File: src/rtl/page_prog_pkg.sv
// Package: shared state encoding for the page programming sequencer.
package page_prog_pkg;
    typedef enum logic [1:0] {
        PS_IDLE    = 2'd0,  // no frame open
        PS_COLLECT = 2'd1,  // frame open, gathering bytes
        PS_SCAN    = 2'd2,  // walking the buffer, issuing array writes
        PS_WAIT    = 2'd3   // self-timed programming delay
    } pps_state_t;
endpackage

File: src/rtl/page_prog_buffer.sv
// Module: one-page byte buffer with a per-slot valid mask.
// Purpose: stores bytes at a wrapping slot pointer and exposes one slot
// per cycle for readout.
// Assumes: PAGE_BYTES is a power of two, and clear and wr are never high
// together (the sequencer orders them).
module page_prog_buffer #(
    parameter int PAGE_BYTES = 128,
    parameter int DATA_W     = 8,
    localparam int OFF_W     = $clog2(PAGE_BYTES)
) (
    input  logic              clk,
    input  logic              rst_n,
    input  logic              clear,
    input  logic [OFF_W-1:0]  load_off,
    input  logic              wr,
    input  logic [DATA_W-1:0] wdata,
    input  logic [OFF_W-1:0]  rd_idx,
    output logic [DATA_W-1:0] rd_data,
    output logic              rd_vld,
    output logic              any_vld
);
    logic [DATA_W-1:0]     slot_q [PAGE_BYTES];
    logic [PAGE_BYTES-1:0] mask_q;
    logic [OFF_W-1:0]      ptr_q;

    // Mask and pointer: cleared on a new frame, advanced on each byte.
    always_ff @(posedge clk) begin
        if (!rst_n) begin
            mask_q <= '0;
            ptr_q  <= '0;
        end else if (clear) begin
            mask_q <= '0;
            ptr_q  <= load_off;
        end else if (wr) begin
            mask_q[ptr_q] <= 1'b1;
            ptr_q         <= ptr_q + 1'b1;
        end
    end

    // Data slots: hold no reset, because the mask gates every use.
    always_ff @(posedge clk) begin
        if (wr && !clear) slot_q[ptr_q] <= wdata;
    end

    // Readout of the slot selected by the scan index.
    always_comb begin
        rd_data = slot_q[rd_idx];
        rd_vld  = mask_q[rd_idx];
        any_vld = |mask_q;
    end
endmodule

File: src/rtl/page_prog_timer.sv
// Module: self-timed programming delay counter.
// Purpose: counts while run is high and flags the final cycle of a
// CYCLES-long window.
// Assumes: CYCLES >= 1, and run stays high until last has been seen.
module page_prog_timer #(
    parameter int CYCLES  = 500000,
    localparam int CNT_W  = $clog2(CYCLES + 1)
) (
    input  logic clk,
    input  logic rst_n,
    input  logic run,
    output logic last
);
    logic [CNT_W-1:0] cnt_q;

    // Counter: held at zero while idle and advanced while running.
    always_ff @(posedge clk) begin
        if (!rst_n || !run) cnt_q <= '0;
        else                cnt_q <= cnt_q + 1'b1;
    end

    // Final-cycle flag.
    always_comb last = run && (cnt_q == CNT_W'(CYCLES - 1));
endmodule

File: src/rtl/page_prog_seq.sv
// Module: page write buffer and programming sequencer (top).
// Purpose: gathers one frame of bytes and, on a valid chip-select rise,
// commits the received slots to the array and then holds busy for the
// programming time.
// Assumes: the front end never raises cs_rise and byte_vld in the same
// cycle, and it computes wr_allowed from the write-enable latch and the
// protection settings.
module page_prog_seq
    import page_prog_pkg::*;
#(
    parameter int ADDR_W      = 16,
    parameter int PAGE_BYTES  = 128,
    parameter int PROG_CYCLES = 500000,
    localparam int DATA_W     = 8,
    localparam int OFF_W      = $clog2(PAGE_BYTES),
    localparam int PAGE_W     = ADDR_W - OFF_W
) (
    input  logic              clk,
    input  logic              rst_n,
    input  logic              frame_start,
    input  logic [ADDR_W-1:0] start_addr,
    input  logic              byte_vld,
    input  logic [DATA_W-1:0] byte_data,
    input  logic              cs_rise,
    input  logic              cs_aligned,
    input  logic              wr_allowed,
    output logic              arr_we,
    output logic [ADDR_W-1:0] arr_addr,
    output logic [DATA_W-1:0] arr_data,
    output logic              busy,
    output logic              wel_clr
);
    pps_state_t        state_q;
    logic [PAGE_W-1:0] page_q;
    logic [OFF_W-1:0]  scan_q;
    logic              buf_clear;
    logic              buf_wr;
    logic [DATA_W-1:0] rd_data;
    logic              rd_vld;
    logic              any_vld;
    logic              tmr_last;
    logic              commit_ok;

    // Frame-level decodes: open a frame, accept a byte, qualify a commit.
    always_comb begin
        buf_clear = frame_start && !cs_rise &&
                    (state_q == PS_IDLE || state_q == PS_COLLECT);
        buf_wr    = byte_vld && !cs_rise && !frame_start &&
                    (state_q == PS_COLLECT);
        commit_ok = cs_aligned && wr_allowed && any_vld;
    end

    page_prog_buffer #(
        .PAGE_BYTES (PAGE_BYTES),
        .DATA_W     (DATA_W)
    ) u_buf (
        .clk      (clk),
        .rst_n    (rst_n),
        .clear    (buf_clear),
        .load_off (start_addr[OFF_W-1:0]),
        .wr       (buf_wr),
        .wdata    (byte_data),
        .rd_idx   (scan_q),
        .rd_data  (rd_data),
        .rd_vld   (rd_vld),
        .any_vld  (any_vld)
    );

    page_prog_timer #(
        .CYCLES (PROG_CYCLES)
    ) u_tmr (
        .clk   (clk),
        .rst_n (rst_n),
        .run   (state_q == PS_WAIT),
        .last  (tmr_last)
    );

    // Sequencer: frame collection, scan of the mask, then the timed wait.
    always_ff @(posedge clk) begin
        if (!rst_n) begin
            state_q <= PS_IDLE;
            page_q  <= '0;
            scan_q  <= '0;
        end else begin
            unique case (state_q)
                PS_IDLE: begin
                    if (buf_clear) begin
                        state_q <= PS_COLLECT;
                        page_q  <= start_addr[ADDR_W-1:OFF_W];
                    end
                end
                PS_COLLECT: begin
                    if (cs_rise) begin
                        state_q <= commit_ok ? PS_SCAN : PS_IDLE;
                        scan_q  <= '0;
                    end else if (buf_clear) begin
                        page_q  <= start_addr[ADDR_W-1:OFF_W];
                    end
                end
                PS_SCAN: begin
                    scan_q <= scan_q + 1'b1;
                    if (scan_q == OFF_W'(PAGE_BYTES - 1)) state_q <= PS_WAIT;
                end
                PS_WAIT: begin
                    if (tmr_last) state_q <= PS_IDLE;
                end
                default: state_q <= PS_IDLE;
            endcase
        end
    end

    // Outputs: array write port, busy flag and write-enable clear request.
    always_comb begin
        busy     = (state_q == PS_SCAN) || (state_q == PS_WAIT);
        arr_we   = (state_q == PS_SCAN) && rd_vld;
        arr_addr = {page_q, scan_q};
        arr_data = rd_data;
        wel_clr  = tmr_last;
    end
endmodule

File: config.mk
export PLATFORM = sky130hd
export DESIGN_NAME = page_prog_seq
export DESIGN_NICKNAME = d
export VERILOG_FILES = /design/src/rtl/page_prog_pkg.sv /design/src/rtl/page_prog_buffer.sv /design/src/rtl/page_prog_timer.sv /design/src/rtl/page_prog_seq.sv
export SDC_FILE = /design/constraint.sdc
export NUM_CORES = 1
export LEC_CHECK = 0
export BUFFER_PORTS_ARGS = -buffer_cell sky130_fd_sc_hd__buf_2
export CAP_MARGIN = 25
export CORE_ASPECT_RATIO = 1.75
export CORE_MARGIN = 2
export CORE_UTILIZATION = 35
export CTS_CLUSTER_SIZE = 20
export DETAILED_ROUTE_END_ITERATION = 10
export GPL_TIMING_DRIVEN = 0
export HOLD_SLACK_MARGIN = 0.08
export PLACE_DENSITY = 0.58
export SLEW_MARGIN = 20
export SYNTH_ARGS = -nofsm -noshare
export SYNTH_HDL_FRONTEND = slang
export SYNTH_SLANG_ARGS = --single-unit
File: constraint.sdc
create_clock -name clk -period 2.1 [get_ports clk]
set_input_delay 0.105 -clock clk [delete_from_list [all_inputs] [get_ports clk]]
set_output_delay 0.105 -clock clk [all_outputs]
set_load 0.05 [all_outputs]
[Word-level counts from Yosys, hierarchy flattened]
Memories as Yosys holds them, arrays and structs flattened. A register that Yosys moved wholly into a read port is not among the register bits.
Cells that the tools add are included.
Storage, ports and cells
  bits in registers: 172
  bits in writable memories: 1024
  input port bits: 31
  word-level logic and storage cells: 74
  memories: 1
Operators by class
  add/subtract/negate cells: 3
  order comparisons: 3
  eq/ne operators: 10
  muxes and demuxes: 21
  bitwise gates (word level): 2
  reduce and logical (&&, ||, !) cells: 28
Memory list
  u_buf.slot_q: words 128, bits a word 8, rd ports 1, clocked after memory_dff 1, write ports 1, RTL line page_prog_buffer.sv:22  | logic [DATA_W-1:0] slot_q [PAGE_BYTES];
Operators by type and width (number)
  bitwise OR 128 bit: 1
  OR reduction 128 bit: 1
  two-way mux 7 bit: 5
  adder 19 x 1 -> 19 bit, second input constant: 1
  equality test 19 bit, second input constant: 1
  two-way mux 9 bit: 2
  one-hot mux 9 bit (2 select lines): 1
  < comparator 7 x 8 -> 1 bit, second input constant: 2
  adder 7 x 1 -> 7 bit, second input constant: 2
  one-hot mux 7 bit (2 select lines): 1
  logical AND 1 bit: 11
  two-way mux 2 bit: 5
  != test 2 bit, second input constant: 4
  one-hot mux 2 bit (4 select lines): 1
  binary-select mux 1 bit (select 7 bit): 1
  demux 1 bit (select 7 bit): 1
  equality test 7 bit, second input constant: 1
  >= comparator 7 x 1 -> 1 bit, second input constant: 1
  nonzero test 2 bit: 3
  zero test 1 bit: 5
  equality test 2 bit, second input constant: 2
  two-way mux 1 bit: 4
  AND reduction 2 bit: 2
  AND reduction 4 bit: 1
  6 further kinds: 8

[Logic depth before layout (Yosys ltp)]
  depth after elaboration: 7
  depth in mapped cells: 10
  gate-level depth less buffers: 7

[Hierarchy]
From an unflattened synthesis, not the netlist that was laid out.
Unflattened totals
  cell total of the unflattened synthesis: 2395
  area total of the unflattened synthesis: 46793.6 µm²
Modules (own cells, without submodules)
  page_prog_buffer: times used 1, cells each 2210, area each 45082.0 µm², sequential area each 33452.1 µm²
  page_prog_seq: times used 1, cells each 90, area each 872.1 µm², sequential area each 360.3 µm²
  page_prog_timer: times used 1, cells each 95, area each 839.6 µm², sequential area each 380.4 µm²

[Least setup slack after synthesis]
No wires, ideal clock.
  path type: flip-flop to output port
  start point: register scan_q[1]
  end point: output arr_we
  arrival: 3107 ps
  setup slack: -1112 ps
  cell stages (with the launch flop): 11
  path buffers: 4
  cell sequence: dfxtp_1 > buf_6 > buf_6 > buf_4 > buf_4 > mux2i_1 > a22oi_1 > nand2_1 > o21ai_0 > nor2_1 > o311ai_1
On the way
  word-level cells in the longest chain between the ends: 3
Ends and longest elaborated chain
  from (decl): RTL line page_prog_seq.sv:35  | logic [OFF_W-1:0] scan_q;
  from (signal assigned): RTL line page_prog_seq.sv:101  | scan_q <= scan_q + 1'b1;
  binary-select mux 1 bit (select 7 bit): RTL line page_prog_buffer.sv:48  | rd_vld = mask_q[rd_idx];
  two-way mux 1 bit (not written as such): RTL line page_prog_buffer.sv:48
  logical AND 1 bit: RTL line page_prog_seq.sv:115  | arr_we = (state_q == PS_SCAN) && rd_vld;
  to (decl): RTL line page_prog_seq.sv:27  | output logic arr_we,
No other way between the ends. The select of a mux whose other input is x is not followed.

==> impl_metrics.ini <==
[outcome]
status = finished, violations left
violations = setup timing

[flow_run]
drv_cap = 0

[logic_synthesis]
yosysUniqueCellTypes = 52
netlist.area_leader.share_pct = 65.6
synth_simple_gate_area_share_pct = 5.00
yosys_most_used_dff = edfxtp_1
synth_mux_area_share_pct = 15.4
synthTopCellsByArea = edfxtp_1 (66%), mux4_2 (13%), dfxtp_1 (7.6%), mux2i_1 (2.5%), nor2_1 (2.0%)
netlist_area_um2 = 46900
syn_inst = 2596
synthesis.nets = 2630
synth_xor_area_share_pct = 0.318
synth_top_family_by_area = multiplexers
yosysSeqAreaShare_pct = 73.2
yosysTopAreaCell = edfxtp_1
synth-compound-area-share_pct = 4.42
synth.avg_cell_area_um2 = 18.1
synth_edf_count = 1024
synthAdderAreaFrac_pct = 0.0801
synthArstFlopShare_pct = 0
synth_warnings = 0
synth-seq-cells = 1203

[clock_network]
cts_num_sinks = 1203
numCtsBuffers = 101
htreeDepth = 3
path_clk_slew_ns = 0.07
clock_tree.buffer_depth = 3
root_buffer = clkbuf_16
cts_tree = built
clk_latency_ns = 0.72

[grt]
grt_pass1_wl_mm = 191
grt.total_usage_pct = 19.8
grt_max_degree = 89
gr-total-overflow = 0
grt_pass1_vias = 26200
antenna_found_initial = 2

[power_and_ir_drop]
power.density_nw_per_um2 = 818
netSwitchingFraction_pct = 20.2
p_switching_mw = 9.51
ir_worst_vdd_uv = 629
p_total_mw = 47.1
p_seq_share_pct = 54.9
leakagePower_nw = 17.6
pwr-share-comb_pct = 1.9
pwr-share-clk_pct = 43.1
intPower_mw = 37.6

[critical_path]
criticalPathCategory = reg2out
reg2reg_depth = 8
r2r_slack_ns = -0.03
cp_max_fo = 8
worstSetupEndpoint = arr_data[4]
r2r-start = u_buf.ptr_q[3]
regToRegEndpoint = u_buf.slot_q[106][5]
cp_data_required_time_ns = 2.00
critPathLaunchType = flop
crit_arrival_ns = 3.97
endpoint_kind = primary output

[timing]
final.setup_skew_ns = 0.0307
setup_violations = 73
tightest_slew_ns = 1.02
hold_viol = 0
fmaxAchievable_mhz = 246
final.setup.worst_slack_ns = -1.97
timing.final.crit_share_pct = 194
period_needed_ns = 4.07
relSlewSlack_pct = 31.9
slew_violations = 0
hold_ws_ns = 0.157
rsz0062_at_grt = yes

[drt]
dr.pass1.iters = 8
drt-initial-drc-count = 2218
vias_per_cell = 5.48
postRouteAntennaNets = 0
wl_per_cell_um = 28.9
remaining_drc_errors = 0
totalWireLength_mm = 137
num_vias = 25900

[cells_and_area]
fin_util_pct = 43.4
final_cell_area_um2 = 57600
layout.nets = 2972
syn2layout_area_growth_pct = 22.9
fin_cells = 4726
drive_gt1_share_pct = 32.8

[worst_hold_path]
min_from = start_addr[8]
min-delay-path-class = in2reg

[placement]
numPlacedInstances = 4385
gp_congestion = 0.919
port_buffers = 57
place_area_um2 = 50200
dp_hpwl_mm = 94.1

[die]
die_y_um = 488
io_pins = 58
die_w_um = 281
core_area_um2 = 133000
die_area_um2 = 137000
row_count = 177
initial_core_util_pct = 35.3
==> Yosys cell counts, drive strengths merged (3+ instances only) <==
master and count:
a211oi 9, o21ai 39, mux4 267, ha 3
o211ai 9, o21a 112, o31ai 8, mux2i 116
nand2b 9, or3 6, nand3b 4, o22ai 28
nor2b 10, xor2 8, and3 8, a21oi 56
nor3b 3, nor2 252, nor4 37, a221oi 5
a211o 8, nand4 34, nand2 92, nor3 5
nand3 33, o221ai 9, xnor2 9, buf 69
or2 10, inv 6, and2 6, dfxtp 179
a22oi 17, clkbuf 89, edfxtp 1024
==> stage by stage <==
| step | setup TNS (ns) | setup slack (ns) |
|---|---|---|
| 2_1_floorplan | -10.89 | -0.126 |
| 3_3_place_gp | -1925.51 | -2.46 |
| 3_5_place_dp | -1377.59 | -2.15 |
| 4_1_cts | -296.93 | -1.92 |
| 5_1_grt | -20.19 | -1.92 |
| 6_report | -17.07 | -1.97 |
==> timing repair <==
action                                  4_1_cts  5_1_grt
pin swaps                                    38       90
gates cloned                                  0        1
endpoints found under the setup margin     1178     1094
buffers inserted                             40       87
gates resized for setup                     258      287
hold endpoints to repair                    455        0
hold buffers                                 30        0
==> final cells by class <==
type | instances | area, um2
fill | 11500 | 75200
clock inverter | 62 | 767
clock buffer | 128 | 2790
tap | 1700 | 2130
antenna | 1 | 2.50
sequential | 1203 | 34400
timing repair buffer | 246 | 2880
multi-input combinational | 1230 | 13300
buffer | 150 | 1330
inverter | 6 | 22.5
==> layout by cell type (no fill, tap or decap), types with 29 or more instances in the layout <==
master and instances:
a21oi_1 50, buf_12 77, buf_2 47, buf_4 86, buf_6 49, clkbuf_1 44, clkbuf_16 106, clkbuf_2 32
dfxtp_1 166, dlygate4sd3_1 30, edfxtp_1 1024, mux2i_1 96, mux4_2 266, nand2_1 88, nand4_1 34, nor2_1 120
nor2_4 123, nor4_1 29, o21a_1 112
==> routing by layer <==
metal  share of wire (%)  vias up  global-route usage (%)
met4                 6.4        2                    11.0
met3                 4.9      312                    2.71
met5               0.012        -                       0
met1                  35    13600                    21.8
li1                    -    11100                       -
met2                  54      892                    36.3
==> critical path, stage by stage, from the launching register on <==
cell      delay [ns]
dfxtp_2         0.36
buf_6           0.15
buf_12          0.16
buf_16          0.16
mux4_2          0.55
mux2i_4         0.21
a21oi_2         0.12
o211ai_1        0.76
nand4_1         0.42
buf_6           0.29
==> logic make-up (layout without fill, tap and decap cells) <==
family / Yosys count / in the layout
DFF: 1203 / 1203
xor gates and xnor gates: 17 / 17
buffers and inverters: 164 / 592
adders and majority gates: 3 / 3
muxes: 385 / 385
and+or+nand+nor: 516 / 517
AOI/OAI and AO/OA: 308 / 308
other: 0 / 1
==> registers in the layout (all words and copies together), names as in the netlist, named ones only <==
name / flops
u_tmr.cnt_q: 19
scan_q: 7
u_buf.mask_q: 128
u_buf.ptr_q: 7
u_buf.slot_q: 1024
page_q: 9
state_q: 1
==> power by group through the flow <==
stage	registers [mW]	clock network [mW]	logic, mW
floorplan	26.4	0	0.170
global placement	26.4	0	0.684
detailed placement	26.4	0	0.783
CTS	25.9	20.6	0.857
global route	25.9	21.5	0.968
finish	25.9	20.3	0.917
==> how the worst min path moves through the flow <==
stage          depth (start not counted)                 end  slack [ns]
3_5_place_dp                           3           page_q[1]        0.35
2_1_floorplan                          0  u_buf.slot_q[0][0]        0.20
5_1_grt                                4           page_q[6]        0.15
3_3_place_gp                           3           page_q[5]        0.35
6_report                               4           page_q[1]        0.16
4_1_cts                                4           page_q[6]        0.11
No activity file was read; power rests on OpenSTA's default activity.
